[src/rtl/adc_fifo_pkg.sv]
package adc_fifo_pkg;
  localparam int unsigned STS_W     = 5;
  localparam int unsigned STS_EMPTY = 0;
  localparam int unsigned STS_AFULL = 1;
  localparam int unsigned STS_FULL  = 2;
  localparam int unsigned STS_UNF   = 3;
  localparam int unsigned STS_OVF   = 4;

  typedef struct packed {
    logic ovf;
    logic unf;
    logic full;
    logic afull;
    logic empty;
  } fifo_sts_t;
endpackage

[src/rtl/adc_fifo_push_arb.sv]
module adc_fifo_push_arb #(
  parameter int unsigned DW = 12
) (
  input  logic          conv_valid_i,
  input  logic [DW-1:0] conv_data_i,
  input  logic          bus_wr_i,
  input  logic [DW-1:0] bus_wdata_i,
  output logic          push_o,
  output logic [DW-1:0] push_data_o
);
  // converter result takes precedence over bus dummy write
  always_comb begin
    push_o      = conv_valid_i | bus_wr_i;
    push_data_o = conv_valid_i ? conv_data_i : bus_wdata_i;
  end
endmodule

[src/rtl/adc_fifo_mem.sv]
module adc_fifo_mem #(
  parameter int unsigned DW    = 12,
  parameter int unsigned DEPTH = 4,
  localparam int unsigned AW   = (DEPTH > 1) ? $clog2(DEPTH) : 1
) (
  input  logic          clk_i,
  input  logic          rst_ni,
  input  logic          we_i,
  input  logic [AW-1:0] waddr_i,
  input  logic [DW-1:0] wdata_i,
  input  logic [AW-1:0] raddr_i,
  output logic [DW-1:0] rdata_o
);
  logic [DW-1:0] slot_q [DEPTH];

  for (genvar g = 0; g < DEPTH; g++) begin : g_slot
    always_ff @(posedge clk_i or negedge rst_ni) begin
      if (!rst_ni)                           slot_q[g] <= '0;
      else if (we_i && waddr_i == AW'(g))    slot_q[g] <= wdata_i;
    end
  end

  assign rdata_o = slot_q[raddr_i];
endmodule

[src/rtl/adc_fifo_ctrl.sv]
module adc_fifo_ctrl #(
  parameter int unsigned DEPTH = 4,
  localparam int unsigned AW   = (DEPTH > 1) ? $clog2(DEPTH) : 1,
  localparam int unsigned CW   = $clog2(DEPTH + 1)
) (
  input  logic          clk_i,
  input  logic          rst_ni,
  input  logic          push_i,
  input  logic          pop_i,
  input  logic          flush_i,
  output logic          we_o,
  output logic          re_o,
  output logic [AW-1:0] wptr_o,
  output logic [AW-1:0] rptr_o,
  output logic [CW-1:0] count_o,
  output logic          ovf_o,
  output logic          unf_o
);
  logic [AW-1:0] wptr_q, rptr_q;
  logic [CW-1:0] cnt_q;
  logic          ovf_q, unf_q;
  logic          full, empty;

  function automatic logic [AW-1:0] wrap_inc(input logic [AW-1:0] p);
    return (p == AW'(DEPTH - 1)) ? '0 : p + 1'b1;
  endfunction

  assign full  = (cnt_q == CW'(DEPTH));
  assign empty = (cnt_q == '0);
  // a raised sticky flag freezes its own pointer
  assign we_o  = push_i & ~flush_i & ~full  & ~ovf_q;
  assign re_o  = pop_i  & ~flush_i & ~empty & ~unf_q;

  always_ff @(posedge clk_i or negedge rst_ni) begin
    if (!rst_ni) begin
      wptr_q <= '0;
      rptr_q <= '0;
      cnt_q  <= '0;
      ovf_q  <= 1'b0;
      unf_q  <= 1'b0;
    end else if (flush_i) begin
      wptr_q <= '0;
      rptr_q <= '0;
      cnt_q  <= '0;
      ovf_q  <= 1'b0;
      unf_q  <= 1'b0;
    end else begin
      if (we_o) wptr_q <= wrap_inc(wptr_q);
      if (re_o) rptr_q <= wrap_inc(rptr_q);
      case ({we_o, re_o})
        2'b10:   cnt_q <= cnt_q + 1'b1;
        2'b01:   cnt_q <= cnt_q - 1'b1;
        default: cnt_q <= cnt_q;
      endcase
      if (push_i && full) ovf_q <= 1'b1; // sticky
      if (pop_i && empty) unf_q <= 1'b1;
    end
  end

  assign wptr_o  = wptr_q;
  assign rptr_o  = rptr_q;
  assign count_o = cnt_q;
  assign ovf_o   = ovf_q;
  assign unf_o   = unf_q;
endmodule

[src/rtl/adc_sample_fifo.sv]
module adc_sample_fifo
  import adc_fifo_pkg::*;
#(
  parameter int unsigned DW    = 12,
  parameter int unsigned DEPTH = 4,
  localparam int unsigned AW   = (DEPTH > 1) ? $clog2(DEPTH) : 1,
  localparam int unsigned CW   = $clog2(DEPTH + 1)
) (
  input  logic             clk_i,
  input  logic             rst_ni,
  input  logic             conv_valid_i,
  input  logic [DW-1:0]    conv_data_i,
  input  logic             bus_wr_i,
  input  logic [DW-1:0]    bus_wdata_i,
  input  logic             bus_rd_i,
  input  logic             flush_i,
  output logic [DW-1:0]    rd_data_o,
  output logic [STS_W-1:0] status_o
);
  logic          push;
  logic [DW-1:0] push_data;
  logic          we, re;
  logic [AW-1:0] wptr, rptr;
  logic [CW-1:0] count;
  logic          ovf, unf;
  logic [DW-1:0] mem_rdata;
  logic [DW-1:0] rd_q;
  fifo_sts_t     sts;

  adc_fifo_push_arb #(.DW(DW)) u_arb (
    .conv_valid_i(conv_valid_i),
    .conv_data_i (conv_data_i),
    .bus_wr_i    (bus_wr_i),
    .bus_wdata_i (bus_wdata_i),
    .push_o      (push),
    .push_data_o (push_data)
  );

  adc_fifo_ctrl #(.DEPTH(DEPTH)) u_ctrl (
    .clk_i  (clk_i),
    .rst_ni (rst_ni),
    .push_i (push),
    .pop_i  (bus_rd_i),
    .flush_i(flush_i),
    .we_o   (we),
    .re_o   (re),
    .wptr_o (wptr),
    .rptr_o (rptr),
    .count_o(count),
    .ovf_o  (ovf),
    .unf_o  (unf)
  );

  adc_fifo_mem #(.DW(DW), .DEPTH(DEPTH)) u_mem (
    .clk_i  (clk_i),
    .rst_ni (rst_ni),
    .we_i   (we),
    .waddr_i(wptr),
    .wdata_i(push_data),
    .raddr_i(rptr),
    .rdata_o(mem_rdata)
  );

  // read data only moves on an accepted pop
  always_ff @(posedge clk_i or negedge rst_ni) begin
    if (!rst_ni)  rd_q <= '0;
    else if (re)  rd_q <= mem_rdata;
  end


  always_comb begin
    sts.empty = (count == '0);
    sts.afull = (count == CW'(DEPTH - 1));
    sts.full  = (count == CW'(DEPTH));
    sts.unf   = unf;
    sts.ovf   = ovf;
  end

  assign rd_data_o = rd_q;
  assign status_o  = sts;
endmodule

[config.mk]
export PLATFORM = sky130hd
export DESIGN_NAME = adc_sample_fifo
export DESIGN_NICKNAME = d
export VERILOG_FILES = /design/src/rtl/adc_fifo_pkg.sv /design/src/rtl/adc_fifo_push_arb.sv /design/src/rtl/adc_fifo_mem.sv /design/src/rtl/adc_fifo_ctrl.sv /design/src/rtl/adc_sample_fifo.sv
export SDC_FILE = /design/constraint.sdc
export NUM_CORES = 1
export LEC_CHECK = 0
export BUFFER_PORTS_ARGS = -buffer_cell sky130_fd_sc_hd__buf_2
export CAP_MARGIN = 20
export CORE_UTILIZATION = 45
export CTS_CLUSTER_SIZE = 16
export DETAILED_ROUTE_END_ITERATION = 7
export PLACE_DENSITY_LB_ADDON = 0.12
export RECOVER_POWER = 25
export SYNTH_ARGS = -nofsm -noshare
export SYNTH_HDL_FRONTEND = slang
export SYNTH_SLANG_ARGS = --single-unit
[constraint.sdc]
create_clock -name clk_i -period 2.41 [get_ports clk_i]
set_input_delay 0.1205 -clock clk_i [delete_from_list [all_inputs] [get_ports clk_i]]
set_output_delay 0.1205 -clock clk_i [all_outputs]
set_load 0.03 [all_outputs]
==> impl_metrics.toml <==
[die]
die_area_sq_mm = 0.00751
chipWidth_um = 86.6
die_y_um = 86.6
start_util = 0.469
row_count = 30
floorplan.io_pins = 47
coreArea_sq_mm = 0.00687

[cells_and_area]
multi_input_area_sq_mm = 0.00136
layout_common_cells = "69 x dfrtp_1, 52 x nand2_1, 48 x o21ai_0"
fin_nets = 356
drive_gt1_frac = 0.307
nFillCells = 654
ff_latch_area_sq_mm = 0.00173
final_common_cell = "dfrtp_1"
area_growth_pct = 15.2
num_antenna_cells = 0

[critical_path]
worstSetupPathDepth = 7
cp.arrival_ns = 2.38
cp_slowest_stage_delay_ns = 0.48
rr_worst_depth = 7
critPathMaxFanout = 8
r2r_slack_ns = 0.22
end_kind = "flip-flop"
cp-endpoint = "u_ctrl.count_o[2]$_DFFE_PN0P_"
critPathRequiredTime_ns = 2.61
critPathLaunchType = "flip-flop"
cpMaxStageDelayCell = "dfrtp_1"
cp_num_buf_inv = 0
setup.worst_path.start = "u_ctrl.count_o[2]$_DFFE_PN0P_"
rr_endpoint = "u_ctrl.count_o[2]$_DFFE_PN0P_"
cpLargestDelayFamily = "simple AND/OR/NAND/NOR gates"
path_class = "reg2reg"
crit_path_cell_trace = "or3b_4 > nand3_4 > and2b_1 > fa_1 > and4b_2 > a2bb2oi_1 > o311ai_1"
timing.rr.start = "u_ctrl.count_o[2]$_DFFE_PN0P_"

[routing]
drt-vias-per-instance = 4.99
detail-route-antenna-nets = 0
drt_iter0_markers = 90
routed_wl_mm = 6.19
drc = 0
drtPass1Iterations = 4
routedWlPerCell_um = 14.8
vias = 2085

[timing]
layout_setup_ws_ns = 0.223
slew_headroom = -0.117
clock-skew-final_ns = 0.00463
final-max-slew-violation-count = 70
worst_pin_slew_ns = 1.68
setup_viol = 0
period_share = 0.907
finalSetupTns_ns = 0
rsz0062_at_grt = "no"
finalHoldViolations = 0
fmax_mhz = 457
period_minus_slack_ns = 2.19

[min_path]
hp-class = "in2reg"
worstHoldStart = "bus_rd_i"

[clocking]
cts_sinks = 69
cts_tree = "yes"
clk_latency_ns = 0.32
cts_max_level = 3
post-cts-setup-buffers = 0
clock-root-buffer = "clkbuf_8"
cts_buffers = 9
clockBufferDepth = 2
clk_pin_slew_ns = 0.07

[power_and_ir_drop]
ir_drop_uv = 482
power_frac_seq = 0.442
p_clk_frac = 0.209
intPower_w = 0.00287
p_per_area_mw_per_mm2 = 1170
power.leakage_nw = 1.81
p_sw_w = 0.00147
comb_power_share = 0.349
power.total_w = 0.00434
switching_share = 0.339

[synthesis]
yosysWarningCount = 0
ys_ff_latch = 69
syn_inst = 274
netlist_area_sq_mm = 0.00322
yosysSeqAreaShare = 0.536
synth_cell_type_count = 34
synth.net_count = 310
syn_avg_cell_area_sq_um = 11.8

[grt]
overflow = 0
antenna_found_initial = 0
grt_max_degree = 70
track_usage = 0.191
grt_pass1_wl_mm = 10.5
grt_pass1_vias = 2104

[placed_design]
dp_slack_ns = 0.169
gp_congestion = 0.765
place.port_buffers = 46
hpwlAfterDp_mm = 3.94

[run_status]
violations = "capacitance limit, slew limit"
status = "complete, but fails checks"

[job]
cap_viol_max_count = 1
power by group through the flow:
| stage | sequential (W) | clock (W) | combinational [W] |
|---|---|---|---|
| after CTS | 0.00191 | 0.000934 | 0.00154 |
| after global placement | 0.00191 | 0 | 0.00150 |
| final | 0.00192 | 0.000906 | 0.00152 |
| after floorplan | 0.00203 | 0 | 0.00108 |
| after detailed placement | 0.00193 | 0 | 0.00153 |
| after global routing | 0.00198 | 0.000988 | 0.00170 |
registers in the layout (all words and copies together), names as in the netlist:
name / count
rd_data_o: 12
u_ctrl.unf_o: 1
u_ctrl.wptr_o: 2
u_mem.slot_q: 48
u_ctrl.ovf_o: 1
u_ctrl.count_o: 3
u_ctrl.rptr_o: 2
worst min-delay path: stages:
cell	delay, ns
buf_2	0.09
a21oi_1	0.06
nor2_1	0.08
timing repair:
item,4_1_cts,5_1_grt
endpoints found under the setup margin,0,1
endpoints found under the hold margin,69,0
hold buffers,1,0
gates resized for setup,0,2
worst min-delay path by stage:
stage                                          end  depth (start not counted)
final                     u_ctrl.unf_o$_DFFE_PN0P_                          3
after global routing      u_ctrl.unf_o$_DFFE_PN0P_                          3
after CTS                 u_ctrl.unf_o$_DFFE_PN0P_                          3
after detailed placement  rd_data_o[9]$_DFFE_PN0P_                          2
after global placement    rd_data_o[9]$_DFFE_PN0P_                          2
after floorplan           rd_data_o[0]$_DFFE_PN0P_                          0
cells in the mapped netlist, drive strengths merged:
| master | instances | area, sq um |
|---|---|---|
| a21oi | 4 | 20.0 |
| a2bb2oi | 1 | 8.76 |
| and2b | 1 | 7.51 |
| and4b | 1 | 11.3 |
| buf | 17 | 115 |
| clkbuf | 4 | 15.0 |
| dfrtp | 69 | 1730 |
| fa | 1 | 20.0 |
| ha | 5 | 62.6 |
| inv | 4 | 15.0 |
| mux2 | 13 | 176 |
| mux2i | 17 | 170 |
| mux4 | 12 | 270 |
| nand2 | 52 | 195 |
| nand3 | 1 | 17.5 |
| nand4 | 4 | 25.0 |
| nor2 | 9 | 33.8 |
| nor2b | 1 | 6.26 |
| nor3 | 1 | 10.0 |
| nor3b | 1 | 12.5 |
| o2111ai | 1 | 8.76 |
| o21ai | 48 | 240 |
| o311ai | 1 | 8.76 |
| or2 | 1 | 6.26 |
| or2b | 1 | 7.51 |
| or3 | 1 | 6.26 |
| or3b | 1 | 8.76 |
| or4b | 1 | 10.0 |
| xor2 | 1 | 8.76 |
final cells by class:
class	instances	share of cell area
timing repair buffer	56	0.0822
multi-input combinational	180	0.366
tap	96	0.0323
clock inverter	2	0.00943
sequential	69	0.465
inverter	4	0.00404
clock buffer	11	0.0408
cell families (layout without fill, tap and decap cells):
| group | count (synthesis) | after routing | synth area share |
|---|---|---|---|
| DFF | 69 | 69 | 0.536 |
| buffers and inverters | 25 | 73 | 0.0450 |
| muxes | 42 | 42 | 0.191 |
| AOI/OAI and AO/OA | 55 | 55 | 0.0889 |
| xor gates and xnor gates | 1 | 1 | 0.00272 |
| and+or+nand+nor | 76 | 76 | 0.111 |
| adders and majority gates | 6 | 6 | 0.0256 |
routing by layer:
layer	global-route usage	up-vias	part of all wire
met1	0.251	997	0.48
met2	0.305	34	0.48
li1	-	1045	-
met4	0.0848	0	0.013
met5	0	-	0
met3	0.0400	9	0.032
metrics by stage:
stage | instances | area, sq um | utilization | hold WS (ns)
2_1_floorplan | 274 | 3220 | - | -0.175
3_3_place_gp | 404 | 3520 | 0.513 | 0.176
3_5_place_dp | 404 | 3520 | 0.513 | 0.175
4_1_cts | 418 | 3720 | 0.542 | 0.0560
5_1_grt | 418 | 3710 | 0.541 | 0.0888
6_report | 418 | 3710 | 0.541 | 0.0687
(Power assumes the default switching activity.)
